===== src/rtl/ts_cnt_pkg.sv =====
package ts_cnt_pkg;
  localparam int unsigned DW = 32;
  localparam int unsigned AW = 3;
  localparam logic [AW-1:0] ADDR_CTRL  = 3'd0;
  localparam logic [AW-1:0] ADDR_COUNT = 3'd1;
  localparam logic [AW-1:0] ADDR_STEP  = 3'd2;
  localparam logic [AW-1:0] ADDR_CORR  = 3'd3;
  localparam logic [AW-1:0] ADDR_PER   = 3'd4;
  localparam int unsigned CTL_RUN  = 0;
  localparam int unsigned CTL_EVT  = 4;
  localparam int unsigned CTL_PRST = 5;
  localparam int unsigned CTL_OVF  = 7;
  localparam int unsigned CTL_CAP  = 11;
  localparam int unsigned STEP_BASE_LSB = 0;
  localparam int unsigned STEP_CORR_LSB = 8;
endpackage


===== src/rtl/ts_regs.sv =====
module ts_regs import ts_cnt_pkg::*; #(
  parameter int unsigned W  = 32,
  parameter int unsigned IW = 7
) (
  input  logic          clk_i,
  input  logic          rst_ni,
  input  logic          we_i,
  input  logic [AW-1:0] addr_i,
  input  logic [DW-1:0] wdata_i,
  input  logic [W-1:0]  count_i,
  output logic [DW-1:0] rdata_o,
  output logic          run_o,
  output logic          evt_en_o,
  output logic          per_rst_o,
  output logic          ovf_en_o,
  output logic          load_o,
  output logic [W-1:0]  load_val_o,
  output logic [IW-1:0] step_base_o,
  output logic [IW-1:0] step_corr_o,
  output logic [W-1:0]  corr_per_o,
  output logic          corr_wr_o,
  output logic [W-1:0]  period_o
);
  logic          run_q, evt_q, prst_q, ovf_q, cap_q, cap_done_q;
  logic [IW-1:0] base_q, corr_q;
  logic [W-1:0]  corr_per_q, period_q, snap_q;
  logic          ctrl_wr, cap_wr;

  assign ctrl_wr = we_i && (addr_i == ADDR_CTRL);
  assign cap_wr  = ctrl_wr && wdata_i[CTL_CAP];

  always_ff @(posedge clk_i or negedge rst_ni) begin
    if (!rst_ni) begin
      run_q <= 1'b0; evt_q <= 1'b0; prst_q <= 1'b0; ovf_q <= 1'b0;
      base_q <= '0; corr_q <= '0; corr_per_q <= '0; period_q <= '0;
    end else if (we_i) begin
      unique case (addr_i)
        ADDR_CTRL: begin
          run_q  <= wdata_i[CTL_RUN];
          evt_q  <= wdata_i[CTL_EVT];
          prst_q <= wdata_i[CTL_PRST];
          ovf_q  <= wdata_i[CTL_OVF];
        end
        ADDR_STEP: begin
          base_q <= wdata_i[STEP_BASE_LSB +: IW];
          corr_q <= wdata_i[STEP_CORR_LSB +: IW];
        end
        ADDR_CORR: corr_per_q <= wdata_i[W-1:0];
        ADDR_PER:  period_q   <= wdata_i[W-1:0];
        default: ;
      endcase
    end
  end

  // capture: snapshot one edge after the write, flag drops one edge later
  always_ff @(posedge clk_i or negedge rst_ni) begin
    if (!rst_ni) begin
      cap_q <= 1'b0; cap_done_q <= 1'b0; snap_q <= '0;
    end else if (cap_wr) begin
      cap_q <= 1'b1; cap_done_q <= 1'b0;
    end else if (cap_done_q) begin
      cap_q <= 1'b0; cap_done_q <= 1'b0;
    end else if (cap_q) begin
      snap_q <= count_i; cap_done_q <= 1'b1;
    end
  end

  always_comb begin
    rdata_o = '0;
    unique case (addr_i)
      ADDR_CTRL: begin
        rdata_o[CTL_RUN]  = run_q;
        rdata_o[CTL_EVT]  = evt_q;
        rdata_o[CTL_PRST] = prst_q;
        rdata_o[CTL_OVF]  = ovf_q;
        rdata_o[CTL_CAP]  = cap_q;
      end
      ADDR_COUNT: rdata_o[W-1:0] = snap_q;
      ADDR_STEP: begin
        rdata_o[STEP_BASE_LSB +: IW] = base_q;
        rdata_o[STEP_CORR_LSB +: IW] = corr_q;
      end
      ADDR_CORR: rdata_o[W-1:0] = corr_per_q;
      ADDR_PER:  rdata_o[W-1:0] = period_q;
      default: ;
    endcase
  end

  assign run_o       = run_q;
  assign evt_en_o    = evt_q;
  assign per_rst_o   = prst_q;
  assign ovf_en_o    = ovf_q;
  assign load_o      = we_i && (addr_i == ADDR_COUNT);
  assign load_val_o  = wdata_i[W-1:0];
  assign step_base_o = base_q;
  assign step_corr_o = corr_q;
  assign corr_per_o  = corr_per_q;
  assign corr_wr_o   = we_i && (addr_i == ADDR_CORR);
  assign period_o    = period_q;

  AST_CAP_CLEARS: assert property (@(posedge clk_i) disable iff (!rst_ni)
    (cap_done_q && !cap_wr) |=> !cap_q);
  AST_CAP_SNAPS: assert property (@(posedge clk_i) disable iff (!rst_ni)
    (cap_q && !cap_done_q && !cap_wr) |=> (snap_q == $past(count_i)));
endmodule


===== src/rtl/ts_corr.sv =====
module ts_corr #(
  parameter int unsigned W  = 32,
  parameter int unsigned IW = 7
) (
  input  logic          clk_i,
  input  logic          rst_ni,
  input  logic          tick_i,
  input  logic          clr_i,
  input  logic [W-1:0]  per_i,
  input  logic [IW-1:0] base_i,
  input  logic [IW-1:0] corr_i,
  output logic [IW-1:0] step_o
);
  logic [W-1:0] cnt_q;
  logic         on_nth;

  assign on_nth = (per_i != '0) && (cnt_q == per_i - W'(1));
  assign step_o = on_nth ? corr_i : base_i;

  always_ff @(posedge clk_i or negedge rst_ni) begin
    if (!rst_ni)                         cnt_q <= '0;
    else if (clr_i)                      cnt_q <= '0;
    else if (tick_i && per_i != '0)      cnt_q <= on_nth ? '0 : cnt_q + W'(1);
  end

  AST_CORR_RANGE: assert property (@(posedge clk_i) disable iff (!rst_ni)
    (per_i != '0) |-> (cnt_q < per_i));
  AST_CORR_RESTART: assert property (@(posedge clk_i) disable iff (!rst_ni)
    clr_i |=> (cnt_q == '0));
endmodule


===== src/rtl/ts_accum.sv =====
module ts_accum #(
  parameter int unsigned W  = 32,
  parameter int unsigned IW = 7
) (
  input  logic          clk_i,
  input  logic          rst_ni,
  input  logic          run_i,
  input  logic          per_rst_i,
  input  logic          evt_en_i,
  input  logic          ovf_en_i,
  input  logic [W-1:0]  period_i,
  input  logic [IW-1:0] step_i,
  input  logic          load_i,
  input  logic [W-1:0]  load_val_i,
  output logic [W-1:0]  count_o,
  output logic          wrap_o,
  output logic          ovf_o
);
  logic [W-1:0] count_q, nxt;
  logic [W:0]   sum;
  logic         wrapped, tick, wrap_q, ovf_q;

  assign tick = run_i && !load_i;

  always_comb begin
    sum = {1'b0, count_q} + (W+1)'(step_i);
    if (per_rst_i && (period_i != '0) && (sum >= {1'b0, period_i})) begin
      nxt     = W'(sum - {1'b0, period_i});
      wrapped = 1'b1;
    end else begin
      nxt     = sum[W-1:0];
      wrapped = sum[W];
    end
  end

  always_ff @(posedge clk_i or negedge rst_ni) begin
    if (!rst_ni) begin
      count_q <= '0; wrap_q <= 1'b0; ovf_q <= 1'b0;
    end else begin
      if (load_i)    count_q <= load_val_i;
      else if (tick) count_q <= nxt;
      wrap_q <= tick && wrapped && evt_en_i;
      ovf_q  <= tick && wrapped && ovf_en_i;
    end
  end

  assign count_o = count_q;
  assign wrap_o  = wrap_q;
  assign ovf_o   = ovf_q;

  AST_HOLD_IDLE: assert property (@(posedge clk_i) disable iff (!rst_ni)
    (!run_i && !load_i) |=> $stable(count_q));
  AST_LOAD_WINS: assert property (@(posedge clk_i) disable iff (!rst_ni)
    load_i |=> (count_q == $past(load_val_i)));
  AST_WRAP_NEEDS_RUN: assert property (@(posedge clk_i) disable iff (!rst_ni)
    wrap_q |-> $past(run_i && evt_en_i));
  AST_OVF_NEEDS_RUN: assert property (@(posedge clk_i) disable iff (!rst_ni)
    ovf_q |-> $past(run_i && ovf_en_i));
endmodule


===== src/rtl/ts_counter.sv =====
module ts_counter import ts_cnt_pkg::*; #(
  parameter int unsigned W  = 32,
  parameter int unsigned IW = 7
) (
  input  logic          clk_i,
  input  logic          rst_ni,
  input  logic          we_i,
  input  logic [AW-1:0] addr_i,
  input  logic [DW-1:0] wdata_i,
  output logic [DW-1:0] rdata_o,
  output logic [W-1:0]  count_o,
  output logic          wrap_o,
  output logic          ovf_evt_o
);
  logic          run, evt_en, per_rst, ovf_en, load, corr_wr;
  logic [W-1:0]  load_val, corr_per, period;
  logic [IW-1:0] step_base, step_corr, step;

  ts_regs #(.W(W), .IW(IW)) u_regs (
    .clk_i, .rst_ni, .we_i, .addr_i, .wdata_i,
    .count_i(count_o), .rdata_o,
    .run_o(run), .evt_en_o(evt_en), .per_rst_o(per_rst), .ovf_en_o(ovf_en),
    .load_o(load), .load_val_o(load_val),
    .step_base_o(step_base), .step_corr_o(step_corr),
    .corr_per_o(corr_per), .corr_wr_o(corr_wr), .period_o(period)
  );

  ts_corr #(.W(W), .IW(IW)) u_corr (
    .clk_i, .rst_ni,
    .tick_i(run && !load), .clr_i(corr_wr), .per_i(corr_per),
    .base_i(step_base), .corr_i(step_corr), .step_o(step)
  );

  ts_accum #(.W(W), .IW(IW)) u_accum (
    .clk_i, .rst_ni,
    .run_i(run), .per_rst_i(per_rst), .evt_en_i(evt_en), .ovf_en_i(ovf_en),
    .period_i(period), .step_i(step), .load_i(load), .load_val_i(load_val),
    .count_o, .wrap_o, .ovf_o(ovf_evt_o)
  );
endmodule


===== config.mk =====
export PLATFORM = sky130hd
export DESIGN_NAME = ts_counter
export DESIGN_NICKNAME = d
export VERILOG_FILES = /design/src/rtl/ts_cnt_pkg.sv /design/src/rtl/ts_regs.sv /design/src/rtl/ts_corr.sv /design/src/rtl/ts_accum.sv /design/src/rtl/ts_counter.sv
export SDC_FILE = /design/constraint.sdc
export NUM_CORES = 1
export LEC_CHECK = 0
export ABC_AREA = 1
export BUFFER_PORTS_ARGS = -buffer_cell sky130_fd_sc_hd__buf_4
export CAP_MARGIN = 10
export CELL_PAD_IN_SITES_DETAIL_PLACEMENT = 0
export CELL_PAD_IN_SITES_GLOBAL_PLACEMENT = 1
export CORE_MARGIN = 2
export CORE_UTILIZATION = 45
export DETAILED_ROUTE_END_ITERATION = 10
export PLACE_DENSITY_LB_ADDON = 0.08
export SYNTH_ARGS = -nofsm -noshare
export SYNTH_HDL_FRONTEND = slang
export SYNTH_HIERARCHICAL = 1
export SYNTH_SLANG_ARGS = --single-unit

===== constraint.sdc =====
create_clock -name clk_i -period 7.67 [get_ports clk_i]
set_clock_uncertainty 0.15 [all_clocks]
set_input_delay 0.767 -clock clk_i [delete_from_list [all_inputs] [get_ports clk_i]]
set_output_delay 0.767 -clock clk_i [all_outputs]
set_load 0.005 [all_outputs]

==> impl_metrics.toml <==
[yosys]
syn_inst = 2336
synth_nets = 2418
synth_common_cells = "nand2_1 (794), inv_1 (273), nand3_1 (201)"
syn-cell-area_sq_um = 15300
synth.top_cell.area_share_pct = 29.8
yosysMostFrequentCell = "nand2_1"
yosysWarnings = 6
synthTopCellsByArea = "dfrtp_1 (30%), nand2_1 (20%), inv_1 (6.7%), nand3_1 (6.6%), nor2_1 (4.6%)"
ys_seq_elements = 182
synth_edf_count = 0
synth_flop_cell = "dfrtp_1"
yosys.area.top_type = "dfrtp_1"
synth_cell_type_count = 49
seq_area_frac_synth_pct = 29.8
ys_async_sr_fraction_pct = 100
syn_avg_cell_area_sq_um = 6.54

[drt]
wirelength_um = 56500
num_vias = 15392
initialDrtViolationCount = 1288
drt-vias-per-instance = 5.44
dr.pass1.iters = 5
ant_nets = 0
route.detailed.drc = 0
wl_per_cell_um = 19.9

[clock_tree]
cts_sinks = 182
cts_root_buf = "clkbuf_16"
cts_tree = "yes"
ctsResizeCount = 0
clock_path_buffers = 2
cts.clk_slew.worst_paths_ns = 0.08
cts_made_buffers = 17
htree_levels = 4
clk_latency_ns = 0.46
cts_hold_buffers = 0
post_cts_buffers = 0

[pwr]
comb_power_share_pct = 56.1
total_power_uw = 5740
power_frac_clock_pct = 16.0
seqPwrFrac_pct = 27.9
leakage_uw = 0.00857
p_per_area_nw_per_um2 = 343
p_switching_uw = 2900
p_int_uw = 2840
p_sw_share_pct = 50.5
peakVddDrop_v = 0.000367

[critical_path]
cp-end-kind = "register"
critPathKind = "register to register"
cpPeakStageDelay_ns = 0.42
crit_slowest_cell = "dfrtp_1"
cp.arrival_ns = 7.02
cpMostUsedCell = "nand2_1"
cp.required_ns = 7.86
reg2reg_depth = 45
worstPathMaxFanout = 33
startpoint_type = "register"

[final_layout]
finish.utilization_pct = 50.0
layout-drive-gt1-share_pct = 11.8
final_cells = 2830
antennaDiodeCount = 0
syn_to_final_growth_pct = 9.48
final_cell_area_sq_um = 16700
nets = 2451

[sta]
fmax_mhz = 146
period_share_pct = 89.0
period_needed_ns = 6.83
finalHoldViolCount = 0
drv_slew = 0
setup_viol = 0
timing.slew.headroom_pct = 19.3
rsz0062_at_grt = "false"
tns_ns = 0
worst_slew_pin_slew_ns = 1.21

[place]
dp_hpwl_um = 44600
numPlacedInstances = 2798
gp_congestion = 0.941
placed_cell_area_sq_um = 16100
placement.io_buffers = 103

[global_route]
grt_pass1_wl_um = 87500
grt-ovfl-total = 0
grt_start_max_net_pins = 74
antenna_found_initial = 0
grt_usage_pct = 32.2
grt_pass1_vias = 14959

[status]
status = "finished clean"

[die]
dieArea_sq_um = 35400
die_h_um = 188
start_util_pct = 45.6
row_count = 67
top_level_ports = 104
core_sq_um = 33400
die_x_um = 188

[min_path]
hp-class = "input port to async pin"

[run]
drv_cap = 0
## logic make-up (layout without fill, tap and decap cells)
group                    Yosys count  after routing  share of synthesized area, %
XOR/XNOR                          88             88                          5.20
buffers and inverters            387            433                          11.1
AO/OA/AOI/OAI                    219            219                          8.50
AND/OR/NAND/NOR                 1416           1416                          41.7
adder cells (fa/ha/maj)           44             44                          3.70
flip-flops                       182            182                          29.8
## per-stage QoR
stage	worst slack [ns]	hold slack, ns
detailed placement	0.916	0.309
global placement	0.916	0.305
floorplan	2.28	0.292
global route	0.185	0.219
CTS	0.896	0.204
finish	0.840	0.174
## final cells by class
type                       instances  area, sq um
clock buffer                      18          439
sequential                       182         4550
clock inverter                    14          159
tap                              448          561
fill                            3530        16700
inverter                         282         1060
multi-input combinational       1767         9040
timing repair buffer             119          900
## worst max-delay path, delay by kind of cell, from the launching register on
kind                       cells  cell delay [ns]
xor gates and xnor gates       1             0.19
adders and majority gates      4             1.24
buffers and inverters          6             0.54
DFF                            1             0.42
and+or+nand+nor               34             4.10
## state kept, by name, indices dropped and copies added, names as in the netlist
name / flops
u_accum/count_o: 32
u_accum/ovf_o: 1
u_accum/wrap_o: 1
u_corr/cnt_q: 32
u_regs/cap_done_q: 1
u_regs/cap_q: 1
u_regs/corr_per_o: 32
u_regs/evt_en_o: 1
u_regs/ovf_en_o: 1
u_regs/per_rst_o: 1
u_regs/period_o: 32
u_regs/run_o: 1
u_regs/snap_q: 32
u_regs/step_base_o: 7
u_regs/step_corr_o: 7
## power groups by stage
stage	sequential (uW)	combinational, uW	clock, uW
floorplan	1460	2260	0
global placement	1600	3190	0
detailed placement	1610	3180	0
CTS	1590	3200	941
global route	1640	3580	973
finish	1600	3220	919
## cells in the final DEF, fill, tap and decap left out, drive strengths merged, types with 42 or more instances in the layout
cell   netlist  final
a21oi       50     50
nand4       46     46
nand3      207    207
xor2        54     54
dfrtp      182    182
inv        282    290
nor2       227    227
o21ai       92     92
buf         70    118
nand2      849    849
ha          42     42
## final timing paths
check	from	end	slack [ns]
min in group clk_i	u_regs/snap_q[15]	u_regs/snap_q[15]	0.32
max in group asynchronous	rst_ni	u_regs/period_o[17]	5.86
worst max register to register	u_regs/corr_per_o[0]	u_accum/count_o[4]	0.84
worst min register to register	u_regs/snap_q[15]	u_regs/snap_q[15]	0.32
worst max-delay path	u_regs/corr_per_o[0]	u_accum/count_o[4]	0.84
worst min-delay path	rst_ni	u_corr/cnt_q[11]	0.17
## layer usage
layer / vias to the layer above / GRT usage [%] / share of wire, %
met4: 0 / 12.6 / 3.6
met2: 517 / 54.2 / 48
met1: 7311 / 41.9 / 43
met5: - / 0 / 0
li1: 7481 / - / -
met3: 83 / 4.34 / 5.3
(Power assumes the default switching activity.)
